File: config.mk
export PLATFORM = sky130hd
export DESIGN_NAME = rle_select_seq
export DESIGN_NICKNAME = d
export VERILOG_FILES = /design/src/rtl/rle_seq_pkg.sv /design/src/rtl/rle_table_rom.sv /design/src/rtl/rle_repeat_counter.sv /design/src/rtl/rle_seq_ctrl.sv /design/src/rtl/rle_select_seq.sv
export SDC_FILE = /design/constraint.sdc
export NUM_CORES = 1
export LEC_CHECK = 0
export BUFFER_PORTS_ARGS = -buffer_cell sky130_fd_sc_hd__buf_2
export CAP_MARGIN = 10
export CORE_AREA = 5 5 42 44
export CTS_CLUSTER_DIAMETER = 200
export CTS_CLUSTER_SIZE = 16
export DETAILED_ROUTE_END_ITERATION = 12
export DIE_AREA = 0 0 47 49
export GPL_ROUTABILITY_DRIVEN = 0
export GPL_TIMING_DRIVEN = 0
export MAX_ROUTING_LAYER = met4
export PLACE_DENSITY = 0.52
export SLEW_MARGIN = 20
export SYNTH_ARGS = -nofsm -noshare
export SYNTH_HDL_FRONTEND = slang
export SYNTH_HIERARCHICAL = 1
export SYNTH_SLANG_ARGS = --single-unit
File: constraint.sdc
create_clock -name clk -period 4.6 [get_ports clk]
set_clock_uncertainty 0.15 [all_clocks]
set_input_delay 0.23 -clock clk [delete_from_list [all_inputs] [get_ports clk]]
set_output_delay 0.23 -clock clk [all_outputs]
set_load 0.005 [all_outputs]
File: src/rtl/rle_seq_pkg.sv
package rle_seq_pkg;
  typedef enum logic [1:0] {
    ST_IDLE = 2'd0,
    ST_RUN  = 2'd1,
    ST_DONE = 2'd2
  } seq_state_e;
endpackage

File: src/rtl/rle_table_rom.sv
module rle_table_rom #(
  parameter int NUM_PORTS   = 2,
  parameter int NUM_ENTRIES = 2,
  parameter int CNT_W       = 3,
  parameter int IDX_W       = 1,
  parameter logic [NUM_ENTRIES*NUM_PORTS-1:0] SEL_TABLE = '0,
  parameter logic [NUM_ENTRIES*CNT_W-1:0]     RPT_TABLE = '0
) (
  input  logic [IDX_W-1:0]     sel_idx,
  input  logic [IDX_W-1:0]     load_idx,
  output logic [NUM_PORTS-1:0] sel_word,
  output logic [CNT_W-1:0]     rpt_word
);
  logic [NUM_PORTS-1:0] sel_arr [NUM_ENTRIES];
  logic [CNT_W-1:0]     rpt_arr [NUM_ENTRIES];

  for (genvar g = 0; g < NUM_ENTRIES; g++) begin : g_entry
    assign sel_arr[g] = SEL_TABLE[g*NUM_PORTS +: NUM_PORTS];
    assign rpt_arr[g] = RPT_TABLE[g*CNT_W +: CNT_W];
  end

  // Index decode per entry; an index past the table reads as zero.
  always_comb begin
    sel_word = '0;
    rpt_word = '0;
    for (int i = 0; i < NUM_ENTRIES; i++) begin
      if (sel_idx == IDX_W'(i))  sel_word = sel_arr[i];
      if (load_idx == IDX_W'(i)) rpt_word = rpt_arr[i];
    end
  end
endmodule

File: src/rtl/rle_repeat_counter.sv
module rle_repeat_counter #(
  parameter int CNT_W = 3
) (
  input  logic             clk,
  input  logic             rst_n,
  input  logic             load,
  input  logic [CNT_W-1:0] load_val,
  input  logic             dec,
  output logic             last
);
  logic [CNT_W-1:0] remain_q;

  always_ff @(posedge clk or negedge rst_n) begin
    if (!rst_n)    remain_q <= '0;
    else if (load) remain_q <= load_val;
    else if (dec)  remain_q <= remain_q - 1'b1;
  end

  assign last = (remain_q == '0);
endmodule

File: src/rtl/rle_seq_ctrl.sv
module rle_seq_ctrl
  import rle_seq_pkg::*;
#(
  parameter int NUM_ENTRIES = 2,
  parameter int IDX_W       = 1
) (
  input  logic             clk,
  input  logic             rst_n,
  input  logic             start,
  input  logic             out_ready,
  input  logic             cnt_last,
  output logic             out_valid,
  output logic             done,
  output logic             cnt_load,
  output logic             cnt_dec,
  output logic [IDX_W-1:0] cur_idx,
  output logic [IDX_W-1:0] load_idx
);
  localparam logic [IDX_W-1:0] LAST_IDX = IDX_W'(NUM_ENTRIES - 1);

  seq_state_e       state_q;
  logic [IDX_W-1:0] idx_q;
  logic             running, accept, launch, idx_last, step_entry, finish;

  always_comb begin
    running    = (state_q == ST_RUN);
    accept     = running && out_ready;
    launch     = start && !running;
    idx_last   = (idx_q == LAST_IDX);
    step_entry = accept && cnt_last && !idx_last;
    finish     = accept && cnt_last && idx_last;
    cnt_load   = launch || step_entry;
    cnt_dec    = accept && !cnt_last;
    load_idx   = launch ? '0 : IDX_W'(idx_q + 1'b1);
  end

  always_ff @(posedge clk or negedge rst_n) begin
    if (!rst_n) begin
      state_q <= ST_IDLE;
      idx_q   <= '0;
    end else begin
      if (launch)      state_q <= ST_RUN;
      else if (finish) state_q <= ST_DONE;
      if (launch)          idx_q <= '0;
      else if (step_entry) idx_q <= load_idx;
    end
  end

  assign out_valid = running;
  assign done      = (state_q == ST_DONE);
  assign cur_idx   = idx_q;
endmodule

File: src/rtl/rle_select_seq.sv
module rle_select_seq #(
  parameter int NUM_PORTS   = 2,
  parameter int NUM_ENTRIES = 2,
  parameter int CNT_W       = 3,
  parameter logic [NUM_ENTRIES*NUM_PORTS-1:0] SEL_TABLE = {2'b10, 2'b01},
  parameter logic [NUM_ENTRIES*CNT_W-1:0]     RPT_TABLE = {3'd4, 3'd4}
) (
  input  logic                 clk,
  input  logic                 rst_n,
  input  logic                 start,
  input  logic                 out_ready,
  output logic                 out_valid,
  output logic [NUM_PORTS-1:0] out_sel,
  output logic                 done
);
  localparam int IDX_W = (NUM_ENTRIES > 1) ? $clog2(NUM_ENTRIES) : 1;

  logic             cnt_last, cnt_load, cnt_dec;
  logic [IDX_W-1:0] cur_idx, load_idx;
  logic [CNT_W-1:0] rpt_word;

  rle_seq_ctrl #(
    .NUM_ENTRIES(NUM_ENTRIES), .IDX_W(IDX_W)
  ) i_ctrl (
    .clk(clk), .rst_n(rst_n), .start(start), .out_ready(out_ready),
    .cnt_last(cnt_last), .out_valid(out_valid), .done(done),
    .cnt_load(cnt_load), .cnt_dec(cnt_dec),
    .cur_idx(cur_idx), .load_idx(load_idx)
  );

  rle_table_rom #(
    .NUM_PORTS(NUM_PORTS), .NUM_ENTRIES(NUM_ENTRIES), .CNT_W(CNT_W),
    .IDX_W(IDX_W), .SEL_TABLE(SEL_TABLE), .RPT_TABLE(RPT_TABLE)
  ) i_rom (
    .sel_idx(cur_idx), .load_idx(load_idx),
    .sel_word(out_sel), .rpt_word(rpt_word)
  );

  rle_repeat_counter #(
    .CNT_W(CNT_W)
  ) i_cnt (
    .clk(clk), .rst_n(rst_n), .load(cnt_load), .load_val(rpt_word),
    .dec(cnt_dec), .last(cnt_last)
  );
endmodule

Word level (Yosys, flattened, before mapping):

Index checks and enable logic that the tools add are counted.

* output and inout bits: 4
* word-level logic and storage cells: 28
* register bits after elaboration: 6
* bits of input ports: 4

* eq/ne operators: 2
* multiplexer cells: 7
* add/subtract/negate cells: 2
* reduce and logical (&&, ||, !) cells: 14

Operator list (count)
* 1-bit logical AND: 6
* 2-bit two-way mux: 3
* 3-bit two-way mux: 2
* 2-bit nonzero test: 3
* 1-bit zero test: 3
* 3-bit zero test: 1
* 3-bit by 1-bit subtractor with 3-bit output (second input constant): 1
* 2-bit by 1-bit == test with 1-bit output (second input constant): 1
* 2-bit == test (second input constant): 1
* 1-bit two-way mux: 2
* 1-bit adder (second input constant): 1
* 1-bit logical OR: 1

Logic depth before layout (Yosys ltp):

Gate-level depths: netlist (run 1).

* depth in word-level cells: 6
* mapped depth: 7
* depth with buffers taken out: 7

Cells and area by module:

The synthesis (run 1) kept the hierarchy.

By module, submodules not included
* rle_repeat_counter: cells an instance 19, seq. area each 75.1 um2, area each 171.4 um2, instances 1
* rle_seq_ctrl: cells an instance 16, seq. area each 75.1 um2, area each 163.9 um2, instances 1
* rle_table_rom: cells an instance 7, seq. area each 0.0 um2, area each 41.3 um2, instances 1

Worst setup path after synthesis (run 1):

No wires, ideal clock.

* path kind: register to register
* start: register i_cnt.remain_q[0]
* end: register i_cnt.remain_q[1]
* clock period less this slack: 1698 ps
* library setup time: 95 ps
* required time: 4355 ps
* setup slack: 2902 ps
* cell stages (with the launch flop): 7
* buffers on the path: 0
* data arrival time: 1452 ps
* cell sequence: dfrtp_1 > inv_1 > ha_1 > ha_1 > nor3b_1 > nor2_1 > o31ai_1

* elaborated cells on any way between the ends: 10
* those cells by class: add/sub: 1; mux: 2; reduce/logical: 7

RTL lines
* start, declared: RTL line rle_repeat_counter.sv:11 `logic [CNT_W-1:0] remain_q;`
* start signal, assigned: RTL line rle_repeat_counter.sv:15 `else if (load) remain_q <= load_val;`
* start signal, assigned: RTL line rle_repeat_counter.sv:16 `else if (dec) remain_q <= remain_q - 1'b1;`
* 3-bit zero test: RTL line rle_repeat_counter.sv:19 `assign last = (remain_q == '0);`
* named net cnt_last: RTL line rle_select_seq.sv:18 `logic cnt_last, cnt_load, cnt_dec;`
* 1-bit zero test: RTL line rle_seq_ctrl.sv:33 `cnt_dec = accept && !cnt_last;`
* 1-bit logical AND: RTL line rle_seq_ctrl.sv:33
* named net cnt_dec: RTL line rle_select_seq.sv:18
* 2-bit nonzero test (no line)

The timed path passes the listed nets, and every way through them passes these cells. The select of a mux whose other input is x is not followed.
A chain may end at the register's enable or synchronous reset.

Worst setup path in the final report (run 1):

* start: register i_cnt.remain_q[0]
* end: register i_cnt.remain_q[2]

The elaborated chain is that of the path after synthesis.

==> results.md, run 1 <==
- The run finished with clean final reports.
- The global-route wire length before repair is 1028 um.
- The post-route netlist has about a third of its cells at a drive strength greater than 1.
- In this run the worst setup path begins at i_cnt/remain_q[0].
- The maximum root-to-sink buffer count is 2.
- The worst hold path begins at start.
- The worst setup margin is between 2 and 3 ns.
- Fill cells in the final layout number approximately 160.
- The largest fanout on the critical path is 5.
- The initial antenna violation count is 0.
- The total number of cells along the worst setup path is 6.
- The final count of pins violating max slew is 0.
- Setup violations remaining at the end of the flow were counted as 0.
- The post-synthesis cell area is about 370 um^2.
- The data required time at the worst endpoint is ~4.6 ns.
- At the pin with the least slew margin, the transition time is between 0.5 and 0.6 ns.
- Sequential cells burn 35.9% of the power.
- The count of cells in the finished layout, fillers not included, comes to between 60 and 70.
- The count of endpoints failing hold in the final timing report is 0.
- The total congestion overflow after global routing is 0.
- The termination of the worst setup path is i_cnt/remain_q[2].
- The critical path's largest stage delay is 0.46 ns.
- The critical path goes through inv_1 > ha_1 > ha_1 > nor3b_1 > nor2_1 > o31ai_1.
- The number of placed I/O pins is 8.
- Clock-pin slew was measured on the worst setup and hold paths at ~0.05 ns.
- The worst-path cell with the longest stage delay is nor3b_1.
- In this run, placement finished with an instance count of 65.
- In this run, the combinational gates consume 44.8% of the power.
- The worst setup path is captured at a flop.
- Dividing the detail-routed via count by the number of cells gives around 4.1.
- The count of vias placed by the detailed router is 280.
- The slack of the worst reg-to-reg path is about 2.7 ns.
- The buffering stage count on the worst path with inverters included is 1.
- The ratio of final minimum period to clock period is approximately 40%.
- The power density normalized to cell area is 550.2 nW/um^2.
- The summed negative setup slack over all endpoints is 0 ns.
- OpenSTA, run right after detailed placement, puts the worst setup slack at 2.725 ns.
- The number of global-route vias before repair is 259.
- The core area is around 1400 um^2.
- The sort of element at the start of the critical path is a flop.
- The library cell appearing most often on the critical path is ha_1.
- The detailed-placement wirelength estimate is roughly 480 um.
- The initial cell density of the core is between 20% and 30%.
- The average cell area after synthesis is between 9 and 10 um^2.
- The clock network accounts for between 10% and 20% of the total power.
- In the final layout, the multi-input gates occupy 170.2 um^2.
- The vertical die dimension is a little under 50 um.
- In this run the critical register-to-register path is captured at i_cnt/remain_q[2].
- The critical path's top delay family is simple AND/OR/NAND/NOR gates.
- In this run the critical register-to-register path is launched from i_cnt/remain_q[0].
- The number of cells produced by synthesis is approximately 40.
- The minimum clock period is between 1.5 and 2 ns.
- The number of antenna cells inserted is 0.
- After floorplanning, the core was divided into 14 placement rows.
- The tool flagged a number of max-cap violations equal to 0.
- The final layout contains slightly above 60 nets.
- The floorplan step defined a die boundary enclosing roughly 2300 um^2.
- Buffers inserted during clock tree synthesis total 3.
- Yosys printed 6 warnings.
- For the worst-skew pair, the clock arrives at the later sink with an insertion delay of between 0.2 and 0.3 ns.
- Data arrives at the worst endpoint at around 1.9 ns.
- The DRC violations left is 0.
- The worst voltage drop across the vdd grid is 0.2189 mV.
- The worst slew margin relative to its limit is about 65%.
- Net switching is 35.17% of the power.
- Buffers placed on the I/O ports in this run total 7.
- The clock root buffer is clkbuf_4.
- The area added between synthesis and finish is 24.58%.
- The global-route total usage across every layer is 6.604%.
- The worst hold-check path type is in2reg.
- The reported net switching power is around 90 uW.
- The number of cells on the worst reg-to-reg path is 6.
- For this block, the initial DRC count from the detailed router was 1.
- The leakage component of the power is approximately 0.00023 uW.
- The mean routed wirelength per cell is roughly 8.7 um.
- CTS saw 6 sinks.
- The largest net degree at the start of global routing is 7.
- The critical setup path kind is reg2reg.
- The number of antenna-violating nets in the routed design is 0.
- The first-pass detailed-route iteration total is 2.
- TritonCTS built the clock tree.
- The die boundary width is 47 um.
- The internal power is around 170 uW.
- The sequential cells in the finished layout cover a total of between 150 and 200 um^2.
- After clock tree synthesis, the setup repair step added 0 buffers.
- Timing would allow up to around 540 MHz.
- The final layout contains routed wiring with a total length of ~600 um.
- Setup repair after global routing left no endpoint under its margin.
- In this run the number of H-tree levels came out at 1.
-- timing repair --
item                      in CTS  in global routing
hold endpoints to repair       6                  0
hold buffers                   1                  0
resized for setup              0                  0
-- area by class of cell --
class / count / area share, %
Multi-Input combinational cell: 26 / 36.76
Timing Repair Buffer: 8 / 9.730
Buffer: 4 / 6.486
Clock buffer: 3 / 4.865
Sequential cell: 6 / 32.43
Inverter: 6 / 5.405
Tap cell: 16 / 4.324
-- layout by cell type (no fill, tap or decap), types with 2 or more instances in the layout --
| master | n |
|---|---|
| o31ai_1 | 2 |
| nor2_1 | 3 |
| buf_4 | 4 |
| conb_1 | 3 |
| buf_2 | 7 |
| o21ai_1 | 2 |
| clkbuf_4 | 3 |
| inv_1 | 5 |
| and2_1 | 2 |
| nand2_1 | 4 |
| dfrtp_1 | 6 |
| ha_1 | 2 |
-- sequential cells by signal, indices dropped and copies added (netlist names) --
name            flops
i_ctrl/cur_idx      1
i_cnt/remain_q      3
i_ctrl/state_q      2
-- metrics by stage --
step | power, uW | hold WS [ns] | area, um^2 | util [%]
after global routing | 283.1 | 0.06475 | 462.9 | 33.04
after CTS | 260.0 | 0.05614 | 462.9 | 33.04
final | 254.7 | 0.05994 | 462.9 | 33.04
after detailed placement | 207.6 | -0.08430 | 430.4 | 30.71
after floorplan | 177.9 | -0.2156 | 375.4 | -
after global placement | 205.3 | -0.08356 | 430.4 | 30.71
-- worst register-to-register path: cells and delay by family (launching register included) --
kind,cells,cell delay [ns]
flops,1,0.36
compound gates,1,0.24
simple gates,2,0.56
buf+inv,1,0.05
fa+ha+maj,2,0.40
-- per-layer routing --
metal	track usage [%]	routed length (um)	up-vias
li1	-	-	151
met1	7.589	280	120
met2	8.597	248	9
met3	5.904	70	0
met4	1.382	0	0
met5	-	0	-
-- power by group through the flow --
stage / clock [uW] / combinational [uW] / sequential (uW)
6_report: 49.1 / 114 / 91.5
5_1_grt: 52.8 / 135 / 95.3
4_1_cts: 51.5 / 117 / 92.0
3_5_place_dp: 0 / 115 / 92.6
3_3_place_gp: 0 / 113 / 91.8
2_1_floorplan: 0 / 88.6 / 89.3
-- worst min path at each step --
stage / endpoint / slack, ns / depth (start not counted)
after floorplan: i_cnt/remain_q[0] / -0.22 / 0
after CTS: i_ctrl/state_q[1] / 0.06 / 2
final: i_ctrl/state_q[1] / 0.06 / 2
after global placement: i_ctrl/state_q[1] / -0.08 / 1
after detailed placement: i_ctrl/state_q[1] / -0.08 / 1
after global routing: i_ctrl/state_q[1] / 0.06 / 2
(Power assumes the default switching activity.)
==> run 2, diff against run 1 <==
- clock period: 4.6 -> 1.78 ns (I/O delays scaled with it)
==> results.md, run 2 (synthesized netlist as in run 1, its figures left out) <==
- The flow ran to the end, and the final reports show no timing, DRC or antenna violations.
- In this run the critical register-to-register path is launched from i_cnt/remain_q[0].
- The number of global-route vias before repair is 259 (unchanged).
- The count of input and output buffers is 7 (unchanged).
- The ratio of final minimum period to clock period is 90.53% (+50 points).
- Clock tree synthesis selected as its root buffer the cell clkbuf_4.
- The minimum clock period is 1.611 ns (-0.2461 ns).
- In this run the most critical hold path is launched from out_ready.
- The maximum root-to-sink buffer count is 2 (unchanged).
- The internal power was 441.5 uW (+170%).
- Setup repair after global routing left no endpoint under its margin.
- The largest net degree at the start of global routing was 7 (unchanged).
- The highest clock rate is 620.6 MHz (+15%).
- In this run the worst hold path is classified as in2reg.
- The CTS sink count was 6 (unchanged).
- The clock tree from TritonCTS is done.
- The share of power burned in combinational logic was 46.7% (+1.9 points).
- Leaving out fill and tap cells, the most frequent cells in the layout are 7 x buf_2, 6 x dfrtp_1, 5 x inv_1.
- The maximum level of the CTS H-tree is 1 (unchanged).
- STA classifies the critical path startpoint as a flop.
- The initial antenna violation count was 0 (unchanged).
- The final number of setup-violating endpoints is 0 (unchanged).
- The detailed-placement wirelength estimate is 483.3 um (unchanged).
- The number of setup buffers added after CTS is 0 (unchanged).
- The worst slack on hold paths was 0.03031 ns (-0.02962 ns).
- The initial cell density of the core is 26.52% (unchanged).
- The count of vias placed by the detailed router came to 289 (+3.2%).
- The power density normalized to cell area is 1403 nW/um^2 (+160%).
- The worst voltage drop across the vdd grid is 0.5679 mV (+160%).
- The data arrival time of the critical path came to 1.61 ns (-0.24 ns).
- The layout net count was 62 (+1.6%).
- The clock network power share came to 18.5% (-0.8 points).
- The switching part of the total is 35.85% (+0.67 points).
- The number of antenna-violating nets in the routed design is 0 (unchanged).
- The count of routing violations after the opening detailed-route iteration is 3 (+2).
- The total CTS buffers is 3 (unchanged).
- The logic depth of the worst register-to-register path was 6 (unchanged).
- The most common cell after layout, fill and taps aside is buf_2.
- The mean routed wirelength per cell was 9.143 um (+5.3%).
- The reported net switching power is 246.7 uW (+180%).
- The total congestion overflow after global routing is 0 (unchanged).
- The via count normalized by instance count was 4.129 (+1.7%).
- The total die area is 2303 um^2 (unchanged).
- The number of cell rows is 14 (unchanged).
- The number of flip-flops in the largest register is 3 (unchanged).
- The global-route total usage across every layer is 6.604% (unchanged).
- The summed negative setup slack over all endpoints is 0 ns (unchanged).
- The clock latency at the later pin of the worst-skew pair came to 0.25 ns (about the same).
- The final routed wirelength across all metal layers is 640 um (+6.8%).
- The fraction of final layout cells sized beyond drive strength 1 is 37.04% (+5.0 points).
- The final count of pins violating max slew was 0 (unchanged).
- The number of placed I/O pins came to 8 (unchanged).
- The core area is 1401 um^2 (unchanged).
- The path with the worst hold slack has its endpoint at i_ctrl/state_q[1].
- The vertical die dimension came to 49 um (unchanged).
- The largest fanout on the critical path is 5 (unchanged).
- The total power after layout is 688.2 uW (+170%).
- The sequential group share of total power is 34.8% (-1.1 points).
- The worst hold path stage count is 3 (+1).
- The number of antenna cells inserted is 0 (unchanged).
- The leakage component of the power is 0.0002381 uW (+3.5%).
- The clock transition at the registers of the reported paths is 0.05 ns (about the same).
- The die boundary width came to 47 um (unchanged).
- The number of maximum-capacitance violations was 0 (unchanged).
- The area growth from synthesis to layout is 31.99%.
- The end of the worst register-to-register path is i_cnt/remain_q[1].
- The slack of the worst reg-to-reg path came to 0.17 ns (-2.57 ns).
- The register with the highest flop count is i_cnt/remain_q.
- The number of inserted filler cells in the final layout is 160 (+1.9%).
- The DRC violations left came to 0 (unchanged).
- The data required time at the worst endpoint is 1.78 ns (-2.82 ns).
- The critical setup path kind is reg2reg.
- The count of endpoints failing hold in the final timing report came to 0 (unchanged).
- The first-pass detailed-route iteration total is 2 (unchanged).
- The type of element capturing the critical path is a flop.
- The global-route wire length before repair is 1028 um (unchanged).
==> run 2: how the worst max path moves through the flow <==
stage                            startpoint           endpoint  slack, ns  depth (start not counted)
after floorplan           i_cnt/remain_q[0]  i_cnt/remain_q[1]       0.08                          6
after global placement    i_cnt/remain_q[0]  i_cnt/remain_q[1]      -0.09                          6
after detailed placement  i_cnt/remain_q[0]  i_cnt/remain_q[2]      -0.09                          6
after CTS                 i_cnt/remain_q[0]  i_cnt/remain_q[2]       0.07                          6
after global routing      i_cnt/remain_q[0]  i_cnt/remain_q[2]       0.02                          6
final                     i_cnt/remain_q[0]  i_cnt/remain_q[1]       0.17                          6
==> run 2: per-stage QoR <==
step,cell area [um^2],instances,utilization [%],setup slack [ns]
finish,490.5,70,35.00,0.1686
CTS,478.0,70,34.11,0.06820
floorplan,375.4,42,-,0.08239
global placement,430.4,65,30.71,-0.08568
global route,490.5,70,35.00,0.01885
detailed placement,430.4,65,30.71,-0.09451
==> run 2: per-layer routing <==
layer,GRT usage [%],vias to the layer above,wire length [um]
met5,-,-,0
met4,1.382,0,0
met3,5.535,0,65
met2,8.597,9,285
met1,7.813,128,289
li1,-,152,-
==> run 2: power groups by stage <==
| stage | Clock, uW | Combinational, uW | Sequential [uW] |
|---|---|---|---|
| final | 127 | 321 | 240 |
| after global routing | 137 | 375 | 249 |
| after CTS | 133 | 309 | 238 |
| after detailed placement | 0 | 297 | 239 |
| after global placement | 0 | 293 | 237 |
| after floorplan | 0 | 229 | 231 |
==> run 2: critical path, cell delays in order, from the launching register on <==
cell,delay (ns)
dfrtp_1,0.36
inv_1,0.05
ha_1,0.19
ha_2,0.20
nor3b_4,0.27
nor2_1,0.08
o31ai_1,0.22
==> run 2: layout make-up <==
cell class                 count  area [um^2]  share of cell area (%)
tap                           16        20.02                   4.082
multi-input combinational     26        187.7                   38.27
sequential                     6        150.1                   30.61
buffer                         4        30.03                   6.122
timing repair buffer           9        55.05                   11.22
clock buffer                   3        22.52                   4.592
inverter                       6        25.02                   5.102
==> run 2: timing repair <==
action / in CTS / in global routing
hold buffers: 2 / 0
hold endpoints to repair: 8 / 0
pin swaps: 0 / 2
gates cloned: 0 / 0
gates resized for setup: 1 / 3
setup endpoints to repair: 3 / 3
